==> config.mk <==
export PLATFORM = sky130hd
export DESIGN_NAME = crtc_cpu_port
export DESIGN_NICKNAME = d
export VERILOG_FILES = /design/src/rtl/crtc_port_pkg.sv /design/src/rtl/crtc_bus_decode.sv /design/src/rtl/crtc_reg_bank.sv /design/src/rtl/crtc_lpen_capture.sv /design/src/rtl/crtc_cpu_port.sv
export SDC_FILE = /design/constraint.sdc
export NUM_CORES = 1
export LEC_CHECK = 0
export BUFFER_PORTS_ARGS = -buffer_cell sky130_fd_sc_hd__buf_4
export CAP_MARGIN = 15
export CORE_MARGIN = 2
export CORE_UTILIZATION = 40
export CTS_CLUSTER_SIZE = 8
export DETAILED_ROUTE_END_ITERATION = 12
export MAX_ROUTING_LAYER = met4
export PLACE_DENSITY = 0.72
export SETUP_SLACK_MARGIN = 0.5
export SYNTH_ARGS = -nofsm -noshare
export SYNTH_HDL_FRONTEND = slang
export SYNTH_HIERARCHICAL = 1
export SYNTH_SLANG_ARGS = --single-unit
==> constraint.sdc <==
create_clock -name clk -period 3.18 [get_ports clk]
set_clock_uncertainty 0.05 [all_clocks]
set_input_delay 0.954 -clock clk [delete_from_list [all_inputs] [get_ports clk]]
set_output_delay 0.954 -clock clk [all_outputs]
set_load 0.05 [all_outputs]
==> src/rtl/crtc_port_pkg.sv <==
package crtc_port_pkg;
  localparam int CRTC_DW   = 8;
  localparam int CRTC_IDXW = 5;
  localparam int CRTC_NRW  = 16;
  localparam int CRTC_MAW  = 14;
  localparam int CRTC_FIRST_RD = 12;

  typedef enum logic [1:0] {
    OP_SELECT = 2'b00,
    OP_STORE  = 2'b01,
    OP_STATUS = 2'b10,
    OP_READ   = 2'b11
  } port_op_e;

  // bits kept by each programmable register
  function automatic logic [CRTC_DW-1:0] reg_keep_mask(input int i);
    return (i == 12 || i == 14) ? 8'h3F : 8'hFF;
  endfunction

  // power-up image: 64-char lines, 39 rows of 8 scan lines, 50 Hz
  function automatic logic [CRTC_DW-1:0] reg_reset_val(input int i);
    case (i)
      0:  return 8'h3F;
      1:  return 8'h28;
      2:  return 8'h2E;
      3:  return 8'h8E;
      4:  return 8'h26;
      6:  return 8'h19;
      7:  return 8'h1E;
      9:  return 8'h07;
      12: return 8'h30;
      default: return 8'h00;
    endcase
  endfunction
endpackage

==> src/rtl/crtc_bus_decode.sv <==
module crtc_bus_decode
  import crtc_port_pkg::*;
#(
  parameter int IDXW = CRTC_IDXW
) (
  input  logic            clk,
  input  logic            rst_n,
  input  logic            io_sel_n,
  input  logic [1:0]      addr_op,
  input  logic            io_rd_n,
  input  logic            io_wr_n,
  input  logic [IDXW-1:0] din_low,
  output logic            sel_load,
  output logic            reg_store,
  output logic            stat_rd,
  output logic            reg_rd,
  output logic [IDXW-1:0] idx
);
  logic     rd_act, wr_act;
  port_op_e op;

  assign op     = port_op_e'(addr_op);
  assign rd_act = !io_sel_n && !io_rd_n;
  assign wr_act = !io_sel_n && !io_wr_n;

  always_comb begin
    sel_load  = 1'b0;
    reg_store = 1'b0;
    stat_rd   = 1'b0;
    reg_rd    = 1'b0;
    unique case (op)
      OP_SELECT: sel_load  = wr_act;
      OP_STORE:  reg_store = wr_act || rd_act;   // direction is not looked at
      OP_STATUS: stat_rd   = rd_act;
      OP_READ:   reg_rd    = rd_act;
    endcase
  end

  always_ff @(posedge clk) begin
    if (!rst_n)        idx <= '0;
    else if (sel_load) idx <= din_low;
  end

  AST_SELECT_NEEDS_WRITE: assert property (@(posedge clk) disable iff (!rst_n)
    (!io_sel_n && addr_op == 2'b00 && io_wr_n) |=> $stable(idx))
    else $error("index moved without write strobe");
endmodule

==> src/rtl/crtc_reg_bank.sv <==
module crtc_reg_bank
  import crtc_port_pkg::*;
#(
  parameter int DW   = CRTC_DW,
  parameter int IDXW = CRTC_IDXW,
  parameter int NRW  = CRTC_NRW
) (
  input  logic                    clk,
  input  logic                    rst_n,
  input  logic                    we,
  input  logic [IDXW-1:0]         idx,
  input  logic [DW-1:0]           din,
  output logic [NRW-1:0][DW-1:0]  regs
);
  localparam logic [IDXW-1:0] LAST_IDX = IDXW'(NRW - 1);

  for (genvar i = 0; i < NRW; i++) begin : g_reg
    localparam logic [IDXW-1:0] MY_IDX = IDXW'(i);
    localparam logic [DW-1:0]   KEEP   = reg_keep_mask(i);
    localparam logic [DW-1:0]   INIT   = reg_reset_val(i);
    always_ff @(posedge clk) begin
      if (!rst_n)                     regs[i] <= INIT & KEEP;
      else if (we && idx == MY_IDX)   regs[i] <= din & KEEP;
    end
  end

  AST_RO_STORE_IGNORED: assert property (@(posedge clk) disable iff (!rst_n)
    (we && idx > LAST_IDX) |=> $stable(regs))
    else $error("store beyond bank altered it");

  AST_NARROW_HIGH_ZERO: assert property (@(posedge clk) disable iff (!rst_n)
    we |=> (regs[12][7:6] == 2'b00 && regs[14][7:6] == 2'b00))
    else $error("narrow register grew upper bits");

  AST_STORE_LANDS: assert property (@(posedge clk) disable iff (!rst_n)
    (we && idx == '0) |=> regs[0] == $past(din))
    else $error("store to register 0 lost");
endmodule

==> src/rtl/crtc_lpen_capture.sv <==
module crtc_lpen_capture
  import crtc_port_pkg::*;
#(
  parameter int DW  = CRTC_DW,
  parameter int MAW = CRTC_MAW
) (
  input  logic           clk,
  input  logic           rst_n,
  input  logic           strobe,
  input  logic [MAW-1:0] ma,
  input  logic           flag_clr,
  output logic [DW-1:0]  lp_hi,
  output logic [DW-1:0]  lp_lo,
  output logic           flag
);
  localparam int HIW = MAW - DW;
  logic [HIW-1:0] hi_q;

  always_ff @(posedge clk) begin
    if (!rst_n) begin
      hi_q  <= '0;
      lp_lo <= '0;
      flag  <= 1'b0;
    end else if (strobe) begin
      hi_q  <= ma[MAW-1:DW];
      lp_lo <= ma[DW-1:0];
      flag  <= 1'b1;
    end else if (flag_clr) begin
      flag  <= 1'b0;
    end
  end

  assign lp_hi = {{(DW-HIW){1'b0}}, hi_q};

  AST_LPEN_SETS: assert property (@(posedge clk) disable iff (!rst_n)
    strobe |=> flag)
    else $error("capture did not raise flag");

  AST_LPEN_CLEARS: assert property (@(posedge clk) disable iff (!rst_n)
    (flag_clr && !strobe) |=> !flag)
    else $error("flag survived read");
endmodule

==> src/rtl/crtc_cpu_port.sv <==
module crtc_cpu_port
  import crtc_port_pkg::*;
#(
  parameter int DW   = CRTC_DW,
  parameter int IDXW = CRTC_IDXW,
  parameter int NRW  = CRTC_NRW,
  parameter int MAW  = CRTC_MAW
) (
  input  logic                   clk,
  input  logic                   rst_n,
  input  logic                   io_sel_n,
  input  logic [1:0]             addr_op,
  input  logic                   io_rd_n,
  input  logic                   io_wr_n,
  input  logic [DW-1:0]          din,
  output logic [DW-1:0]          dout,
  output logic                   doe,
  input  logic                   upd_ready,
  input  logic                   vblank,
  input  logic                   lpen_strobe,
  input  logic [MAW-1:0]         cur_ma,
  output logic [NRW-1:0][DW-1:0] timing_regs
);
  localparam int              RIW     = $clog2(NRW);
  localparam logic [IDXW-1:0] RD_LO   = IDXW'(CRTC_FIRST_RD);
  localparam logic [IDXW-1:0] RD_HI   = IDXW'(NRW - 1);
  localparam logic [IDXW-1:0] LP_HI_I = IDXW'(NRW);
  localparam logic [IDXW-1:0] LP_LO_I = IDXW'(NRW + 1);

  logic            sel_load, reg_store, stat_rd, reg_rd;
  logic [IDXW-1:0] idx;
  logic [DW-1:0]   lp_hi, lp_lo;
  logic            lp_flag, lp_clr;
  logic            rd_hit;
  logic [DW-1:0]   rd_val;

  crtc_bus_decode #(.IDXW(IDXW)) u_dec (
    .clk      (clk),
    .rst_n    (rst_n),
    .io_sel_n (io_sel_n),
    .addr_op  (addr_op),
    .io_rd_n  (io_rd_n),
    .io_wr_n  (io_wr_n),
    .din_low  (din[IDXW-1:0]),
    .sel_load (sel_load),
    .reg_store(reg_store),
    .stat_rd  (stat_rd),
    .reg_rd   (reg_rd),
    .idx      (idx)
  );

  crtc_reg_bank #(.DW(DW), .IDXW(IDXW), .NRW(NRW)) u_bank (
    .clk  (clk),
    .rst_n(rst_n),
    .we   (reg_store),
    .idx  (idx),
    .din  (din),
    .regs (timing_regs)
  );

  assign lp_clr = reg_rd && (idx == LP_LO_I);

  crtc_lpen_capture #(.DW(DW), .MAW(MAW)) u_lpen (
    .clk     (clk),
    .rst_n   (rst_n),
    .strobe  (lpen_strobe),
    .ma      (cur_ma),
    .flag_clr(lp_clr),
    .lp_hi   (lp_hi),
    .lp_lo   (lp_lo),
    .flag    (lp_flag)
  );

  always_comb begin
    rd_hit = 1'b0;
    rd_val = '0;
    if (idx >= RD_LO && idx <= RD_HI) begin
      rd_hit = 1'b1;
      rd_val = timing_regs[idx[RIW-1:0]];
    end else if (idx == LP_HI_I) begin
      rd_hit = 1'b1;
      rd_val = lp_hi;
    end else if (idx == LP_LO_I) begin
      rd_hit = 1'b1;
      rd_val = lp_lo;
    end
  end

  always_comb begin
    doe  = 1'b0;
    dout = '0;
    if (stat_rd) begin
      doe  = 1'b1;
      dout = {upd_ready, lp_flag, vblank, {(DW-3){1'b0}}};
    end else if (reg_rd && rd_hit) begin
      doe  = 1'b1;
      dout = rd_val;
    end
  end

  AST_QUIET_DESELECTED: assert property (@(posedge clk) disable iff (!rst_n)
    io_sel_n |-> !doe)
    else $error("bus driven while deselected");

  AST_STORE_PORT_UNDRIVEN: assert property (@(posedge clk) disable iff (!rst_n)
    (addr_op == 2'b01) |-> !doe)
    else $error("bus driven on store port");

  AST_STATUS_LOW_ZERO: assert property (@(posedge clk) disable iff (!rst_n)
    (!io_sel_n && !io_rd_n && addr_op == 2'b10) |-> (doe && dout[4:0] == 5'b0))
    else $error("status low bits not zero");
endmodule

* Yosys cells after proc, flatten, opt, wreduce, memory -nomap -nowiden
Cells that the tools add are included.
** Cells by class
- Add/sub/neg operators :: 0
- Multipliers :: 0
- Divide/modulo/power cells :: 0
- Magnitude comparators :: 3
- Equal/unequal tests :: 20
- Shift operators :: 0
- Mux-type cells :: 18
- Bitwise gates (word level) :: 0
- Reductions and logical operators :: 28
** Operator list (count)
- $mux W8 :: 6
- $eq A5 B4 Y1 const B :: 8
- $bmux W8 S4 :: 1
- $logic_and A1 B1 Y1 :: 21
- $eq A5 B3 Y1 const B :: 4
- $mux W1 :: 11
- $eq A5 B2 Y1 const B :: 2
- $eq A5 B5 Y1 const B :: 2
- $eq A5 B1 Y1 const B :: 1
- $ge A5 B4 Y1 const B :: 1
- $le A5 B4 Y1 const B :: 1
- $logic_not A5 Y1 :: 1
- $lt A4 B5 Y1 const B :: 1
- $eq A2 B2 Y1 const B :: 2
- $logic_not A1 Y1 :: 3
- $eq A2 B1 Y1 const B :: 1
- $logic_not A2 Y1 :: 1
- $reduce_bool A2 Y1 :: 1
- $logic_or A1 B1 Y1 :: 1
** Word-level totals
- Register bits after elaboration :: 144
- Bits in latches :: 0
- Memory bits (writable) :: 0
- ROM bits :: 0
- Bits of input ports :: 32
- Output and inout bits :: 137
- Logic and storage cells :: 89
- Memories :: 0

* Depth between registers and ports, before layout
Gate-level depths: netlist (run 1).
- Word-level depth :: 7
- Gate-level depth with buffers :: 6
- Gate-level depth less buffers :: 5

* Cells and area by module
Netlist (run 1), hierarchy kept.
** By module, submodules not included
- crtc_reg_bank :: times used 1, cells an instance 459, area each 4683.2 um^2, seq. area each 2482.4 um^2
- crtc_lpen_capture :: times used 1, cells an instance 51, area each 595.6 um^2, seq. area each 300.3 um^2
- crtc_cpu_port :: times used 1, cells an instance 47, area each 437.9 um^2, seq. area each 0.0 um^2
- crtc_bus_decode :: times used 1, cells an instance 26, area each 244.0 um^2, seq. area each 100.1 um^2

* Worst setup path after synthesis (run 1)
No wires, ideal clock.
- Path type :: input port to output port
- Start :: input port io_sel_n
- End :: output port dout[5]
- Data arrival time :: 2.368 ns
- Data required time :: 2.176 ns
- Slack :: -0.192 ns
- Stages on the path :: 5
- Buffers on the path :: 0
- Cell sequence :: nor4bb_1 > nand2b_1 > a21oi_2 > o21ai_1 > o21ai_1
** On the way
- Word-level cells in the longest chain between the ends :: 6
- Elaborated cells between the ends (all ways) :: 7
- Classes of those cells :: mux (4); reduce/logical (3)
** Ends and longest elaborated chain
- start, declared :: RTL line crtc_cpu_port.sv:11 : input logic io_sel_n,
- $logic_not A1 Y1 * :: RTL line crtc_bus_decode.sv:23 : assign rd_act = !io_sel_n && !io_rd_n;
- $logic_and A1 B1 Y1 * :: RTL line crtc_bus_decode.sv:23
- $mux W1 :: RTL line crtc_bus_decode.sv:31 : unique case (op)
- $logic_and A1 B1 Y1 :: RTL line crtc_cpu_port.sv:95 : end else if (reg_rd && rd_hit) begin
- $mux W8 :: RTL line crtc_cpu_port.sv:95
- $mux W8 * :: RTL line crtc_cpu_port.sv:92 : if (stat_rd) begin
- end, declared :: RTL line crtc_cpu_port.sv:16 : output logic [DW-1:0] dout,
Every way passes the cells marked *; elsewhere a longest branch is shown, timed or not.

* Final worst setup path (run 1)
- Start :: input port io_rd_n
- End :: output port dout[7]
** On the way
- Word-level cells in the longest chain between the ends :: 6
- Elaborated cells between the ends (all ways) :: 7
- Classes of those cells :: mux (4); reduce/logical (3)
** Ends and longest elaborated chain
- start, declared :: RTL line crtc_cpu_port.sv:13 : input logic io_rd_n,
- $logic_not A1 Y1 :: RTL line crtc_bus_decode.sv:23
- $logic_and A1 B1 Y1 :: RTL line crtc_bus_decode.sv:23
- $mux W1 :: RTL line crtc_bus_decode.sv:31
- named net reg_rd :: RTL line crtc_cpu_port.sv:30 : logic sel_load, reg_store, stat_rd, reg_rd;
- $logic_and A1 B1 Y1 :: RTL line crtc_cpu_port.sv:95
- $mux W8 :: RTL line crtc_cpu_port.sv:95
- $mux W8 :: RTL line crtc_cpu_port.sv:92
The timed path passes the listed nets, and every way through them passes these cells.

==> results of run 1 <==
==> cells by family after synthesis <==
family / count (synthesis) / share of synthesized area
other cells: 2 / 0.00126
mux: 139 / 0.251
flops: 144 / 0.484
simple gates: 212 / 0.182
buf+inv: 43 / 0.0384
compound gates: 43 / 0.0437
==> placed cells by master, fill, tap and decap left out, types with 3 or more instances in the layout <==
master	Yosys	routed
dfxtp_1	144	140
o21ai_4	0	3
nand2b_1	14	12
nor2_4	2	7
buf_4	6	176
a222oi_1	5	5
buf_6	2	9
clkinvlp_4	0	4
clkbuf_16	0	17
buf_8	0	4
and2_1	4	4
mux2i_1	131	131
nand2_1	123	123
nor2b_1	44	44
a21oi_1	25	25
conb_1	2	6
clkbuf_8	0	5
mux4_2	7	7
nand2_2	3	3
dfxtp_4	0	4
==> timing repair <==
item / in CTS / in global routing
pin swaps: 14 / 5
hold buffers: 0 / 0
buffers inserted: 6 / 0
setup endpoints to repair: 9 / 9
gates resized for setup: 29 / 1
==> through the flow <==
step,cell area [sq um],setup WS (ns),cells
after detailed placement,7460,-0.0517,913
after CTS,8200,0.0676,951
after floorplan,6080,0.255,587
after global placement,7460,0.0549,913
after global routing,8200,0.0106,951
final,8200,0.0638,951
==> layer usage <==
| layer | vias up | routed length (um) | GRT usage |
|---|---|---|---|
| li1 | 2323 | - | - |
| met1 | 2375 | 7620 | 0.275 |
| met5 | - | 0 | - |
| met4 | 0 | 402 | 0.0795 |
| met2 | 157 | 8300 | 0.356 |
| met3 | 28 | 962 | 0.0607 |
==> flip-flops by register name, indices dropped and copies added, names as in the netlist <==
register / flops
u_lpen/lp_lo: 8
u_dec/idx: 5
u_lpen/flag: 1
u_bank/regs: 124
u_lpen/hi_q: 6
==> layout make-up <==
cell class / count / area [sq um]
clock buffers: 24 / 502
clock inverters: 8 / 78.8
fillers: 1246 / 6330
inverters: 2 / 7.51
multi-input cells: 400 / 3000
flip-flops and latches: 144 / 2900
well taps: 184 / 230
repair buffers: 189 / 1480
==> worst paths after layout <==
path | from | endpoint | slack (ns)
setup reg to reg | u_dec/idx[1]$_SDFFE_PN0P_ | u_bank/regs[85]$_SDFFE_PN0P_ | 1.16
hold / removal | u_bank/regs[90]$_SDFFE_PN0P_ | u_bank/regs[90]$_SDFFE_PN0P_ | 0.41
hold reg to reg | u_bank/regs[90]$_SDFFE_PN0P_ | u_bank/regs[90]$_SDFFE_PN0P_ | 0.41
setup / recovery | io_rd_n | dout[7] | 0.06
==> power groups by stage <==
stage               Clock [uW]  Sequential [uW]  Combinational [uW]
CTS                       1960             1830                 230
global route              2040             1830                 246
global placement             0             1870                 214
finish                    1930             1830                 230
detailed placement           0             1870                 219
floorplan                    0             1880                 131
==> tightest hold or removal path, cell delays in order (launching register included) <==
cell	delay [ns]
dfxtp_1	0.30
nand2_1	0.05
mux2i_1	0.05
==> synth_stat cells (3+ instances only) <==
cell,n
nand2_2,3
buf_4,6
o21ai_1,6
nor2b_1,44
nor2_1,6
buf_2,11
dfxtp_1,144
clkbuf_1,21
mux4_2,7
nand2_1,123
nand2b_1,14
and2_1,4
a222oi_1,5
a21oi_1,25
mux2i_1,131
==> impl_metrics.json, run 1 <==
{
  "power_density_mw_per_mm2": 487,
  "holdWs_ns": 0.407,
  "die-area_sq_mm": 0.0159,
  "clk_path_buf_depth": 2,
  "synthTopCellsByArea": "dfxtp_1 (48%), mux2i_1 (22%), nand2_1 (7.7%)",
  "whs_path_depth": 2,
  "grt_overflow_total": 0,
  "drt_iter0_markers": 308,
  "synth-seq-cells": 144,
  "async_flop_share": 0,
  "synthFlopType": "dfxtp_1",
  "worstPathCellList": "buf_8, nor4bb_4, nand2b_4, a21oi_4, o21ai_1, o21ai_4, buf_6",
  "p_total_uw": 3990,
  "yosysTopAreaCell": "dfxtp_1",
  "internal-power_uw": 3080,
  "vdd_drop_max_mv": 0.287,
  "insertion_delay_ns": 0.41,
  "seq_area_frac_synth": 0.484,
  "die-height_um": 126,
  "crit_path_end_kind": "primary output",
  "die_x_um": 126,
  "first_pass_iters": 5,
  "viasPerCell": 5.13,
  "critPathRequiredTime_ns": 2.18,
  "outcome": "complete, no violations",
  "tightestPinTransition_ns": 0.782,
  "cp-start-kind": "input pin",
  "tns_ns": 0,
  "comb_power_share": 0.058,
  "pwr-share-clk": 0.484,
  "switchingPower_uw": 911,
  "clock-sinks": 144,
  "synth_cell_type_count": 41,
  "r2r_cells": 4,
  "ys_warn_count": 6,
  "swShare": 0.228,
  "gp_congestion": 0.833,
  "arrival_ns": 2.11,
  "wl_um": 17300,
  "grt_first_pass_wirelength_um": 27100,
  "synthCells": 583,
  "layout.nets": 786,
  "crit_fanout": 3,
  "power_frac_seq": 0.458,
  "path_depth": 7,
  "ios": 169,
  "yosysTopAreaCellShare": 0.484,
  "grt_max_degree": 46,
  "syn-cell-area_sq_mm": 0.00596,
  "cts_buffers": 17,
  "antenna_cells": 0,
  "cp_num_buf_inv": 2,
  "static-leakage-power_uw": 0.00377,
  "core_area_sq_mm": 0.0145,
  "initial_utilization": 0.410,
  "fin_crit_sh": 0.980,
  "antenna_found_initial": 0,
  "antenna_left": 0,
  "num_vias": 4883,
  "dp_hpwl_um": 12000,
  "maxSlewHeadroom": 0.477,
  "drive_gt1_frac": 0.338,
  "drv_slew": 0,
  "area_delta_synth_final_pct": 37.6,
  "clkTransAtPathRegs_ns": 0.05,
  "final_core_util": 0.564,
  "avgSynthCellArea_sq_um": 10.2,
  "root_buffer": "clkbuf_16",
  "cp_slowest_cell": "nor4bb_4",
  "hold_path_class": "reg2reg",
  "synth_edf_count": 0,
  "maxClockFrequency_ghz": 0.321,
  "rsz0062_at_grt": "yes",
  "drv_cap": 0,
  "crit_family": "simple AND/OR/NAND/NOR gates",
  "grt_util_all_layers": 0.224,
  "hold_viol": 0,
  "cts_tree": "yes",
  "htreeDepth": 4,
  "portBuffers": 164,
  "wl_per_cell_um": 18.2,
  "cpPeakStageDelay_ns": 0.37,
  "layout_min_cycle_time_ns": 3.12,
  "finalSetupViolCount": 0,
  "grt_pass1_vias": 4944,
  "fp-row-count": 44,
  "drcViolationCount": 0,
  "criticalPathCategory": "in2out"
}
Note: power is estimated with default switching activity, not from simulation.
==> inputs of run 2 (changes only) <==
--- a/config.mk
+++ b/config.mk
@@ -9,6 +9,7 @@
 export CAP_MARGIN = 15
 export CORE_MARGIN = 2
 export CORE_UTILIZATION = 40
+export CTS_BUF_LIST = sky130_fd_sc_hd__clkbuf_4 sky130_fd_sc_hd__clkbuf_8
 export CTS_CLUSTER_SIZE = 8
 export DETAILED_ROUTE_END_ITERATION = 12
 export MAX_ROUTING_LAYER = met4
==> run 2 against run 1 <==
Effect of this change:
- combinational power hardly changed
- core utilization fell by 1.2 points
- total power down 13%
- flip-flop and latch count unchanged
- clock power down 26%
- critical path depth unchanged
- sequential power hardly changed
- maximum frequency down 1.3%
- global-route usage is essentially flat
- worst setup slack worse by 0.042 ns
- non-clock buffer count increased by 3
- critical endpoint is now dout[6]
==> impl_metrics.json, run 2 (synthesis gave the netlist of run 1 again) <==
{
  "outcome": "complete, no violations",
  "regToRegSetupSlack_ns": 1.15,
  "grt_first_pass_wirelength_um": 27200,
  "drt_iter0_markers": 296,
  "cts_buffers": 17,
  "crit_path_end_kind": "primary output",
  "drv_slew": 0,
  "layout_min_cycle_time_ns": 3.16,
  "finalSetupViolCount": 0,
  "seq_area_sq_mm": 0.00290,
  "portBuffers": 164,
  "die_x_um": 126,
  "vdd_drop_max_mv": 0.235,
  "antenna_left": 0,
  "drv_cap": 0,
  "layout.nets": 789,
  "rsz0062_at_grt": "yes",
  "die-area_sq_mm": 0.0159,
  "whs_path_depth": 2,
  "die-height_um": 126,
  "largest_register_ffs": 124,
  "clkTransAtPathRegs_ns": 0.07,
  "hold_viol": 0,
  "top_register": "u_bank/regs",
  "reg2reg_from": "u_dec/idx[1]$_SDFFE_PN0P_",
  "holdWs_ns": 0.409,
  "insertion_delay_ns": 0.45,
  "drive_gt1_frac": 0.347,
  "clock-sinks": 144,
  "area_delta_synth_final_pct": 34.6,
  "viasPerCell": 5.10,
  "grt_max_degree": 46,
  "fillers": 1279,
  "criticalPathCategory": "in2out",
  "maxSlewHeadroom": 0.484,
  "wl_per_cell_um": 18.2,
  "final_cell_mix": "buf_4 (180), dfxtp_1 (140), mux2i_1 (131)",
  "cp-start-kind": "input pin",
  "critPathRequiredTime_ns": 2.18,
  "min-delay-start": "u_bank/regs[90]$_SDFFE_PN0P_",
  "antenna_cells": 0,
  "layout_commonest_cell": "buf_4",
  "antenna_found_initial": 0,
  "initial_utilization": 0.410,
  "tightestPinTransition_ns": 0.772,
  "root_buffer": "clkbuf_8",
  "fp-row-count": 44,
  "first_pass_iters": 5,
  "dp_hpwl_um": 12000,
  "gp_congestion": 0.833,
  "num_vias": 4867,
  "cts_tree": "yes",
  "arrival_ns": 2.15,
  "static-leakage-power_uw": 0.00370,
  "hold_path_class": "reg2reg",
  "reg_top3": "u_bank/regs x124, u_lpen/lp_lo x8, u_lpen/hi_q x6",
  "place_ws_ns": -0.0517,
  "fin_crit_sh": 0.993,
  "clk_path_buf_depth": 2,
  "multi_input_area_sq_mm": 0.00299,
  "tns_ns": 0,
  "r2r_cells": 4,
  "power_density_mw_per_mm2": 435,
  "grt_pass1_vias": 4979,
  "core_area_sq_mm": 0.0145,
  "crit_fanout": 3,
  "drcViolationCount": 0,
  "maxClockFrequency_ghz": 0.317,
  "r2r_end": "u_bank/regs[85]$_SDFFE_PN0P_",
  "grt_overflow_total": 0,
  "ios": 169,
  "wl_um": 17300,
  "worst_hold_path.endpoint": "u_bank/regs[90]$_SDFFE_PN0P_",
  "htreeDepth": 4,
  "grt_util_all_layers": 0.224,
  "setup_slack_ns": 0.0214
}
==> run 2: what timing repair did <==
item	4_1_cts	5_1_grt
pin swaps	15	3
hold buffers	0	0
resized for setup	26	2
buffers inserted	7	2
endpoints found under the setup margin	9	9
==> run 2: worst max path at each step <==
stage	to	from	depth (start not counted)	slack (ns)
floorplan	dout[5]	io_sel_n	5	0.26
finish	dout[6]	io_rd_n	7	0.02
global placement	dout[5]	io_sel_n	7	0.05
CTS	dout[5]	io_rd_n	7	0.04
detailed placement	dout[6]	io_sel_n	7	-0.05
global route	dout[6]	io_rd_n	7	-0.03
==> run 2: metal layers <==
layer | vias up | global-route usage | routed length [um]
met3 | 34 | 0.0531 | 949
li1 | 2322 | - | -
met5 | - | - | 0
met4 | 0 | 0.0886 | 410
met2 | 161 | 0.358 | 8340
met1 | 2350 | 0.275 | 7610
==> run 2: critical path: stages <==
cell and delay (ns):
buf_8 0.10, nor4bb_4 0.30, nand2b_1 0.13, a21oi_2 0.22
o21ai_2 0.12, o21ai_4 0.14, buf_6 0.17
==> run 2: cell type report <==
cell class | count | share of cell area
repair buffers | 192 | 0.187
inverters | 2 | 0.000936
clock buffers | 24 | 0.0396
flip-flops and latches | 144 | 0.361
multi-input cells | 400 | 0.373
well taps | 184 | 0.0287
clock inverters | 8 | 0.00983
==> run 2: report_power, final <==
| part | switching, uW | internal, uW | total [uW] |
|---|---|---|---|
| clock network | 692 | 738 | 1430 |
| registers | 10.5 | 1820 | 1830 |
| logic | 145 | 83.4 | 228 |
| total | 848 | 2640 | 3480 |
==> run 2: stage by stage <==
step / total power (uW) / cells / util / area, sq um
2_1_floorplan: 2010 / 587 / - / 6080
3_3_place_gp: 2090 / 913 / 0.513 / 7460
3_5_place_dp: 2090 / 913 / 0.513 / 7460
4_1_cts: 3510 / 952 / 0.550 / 8000
5_1_grt: 3610 / 954 / 0.552 / 8020
6_report: 3480 / 954 / 0.552 / 8020
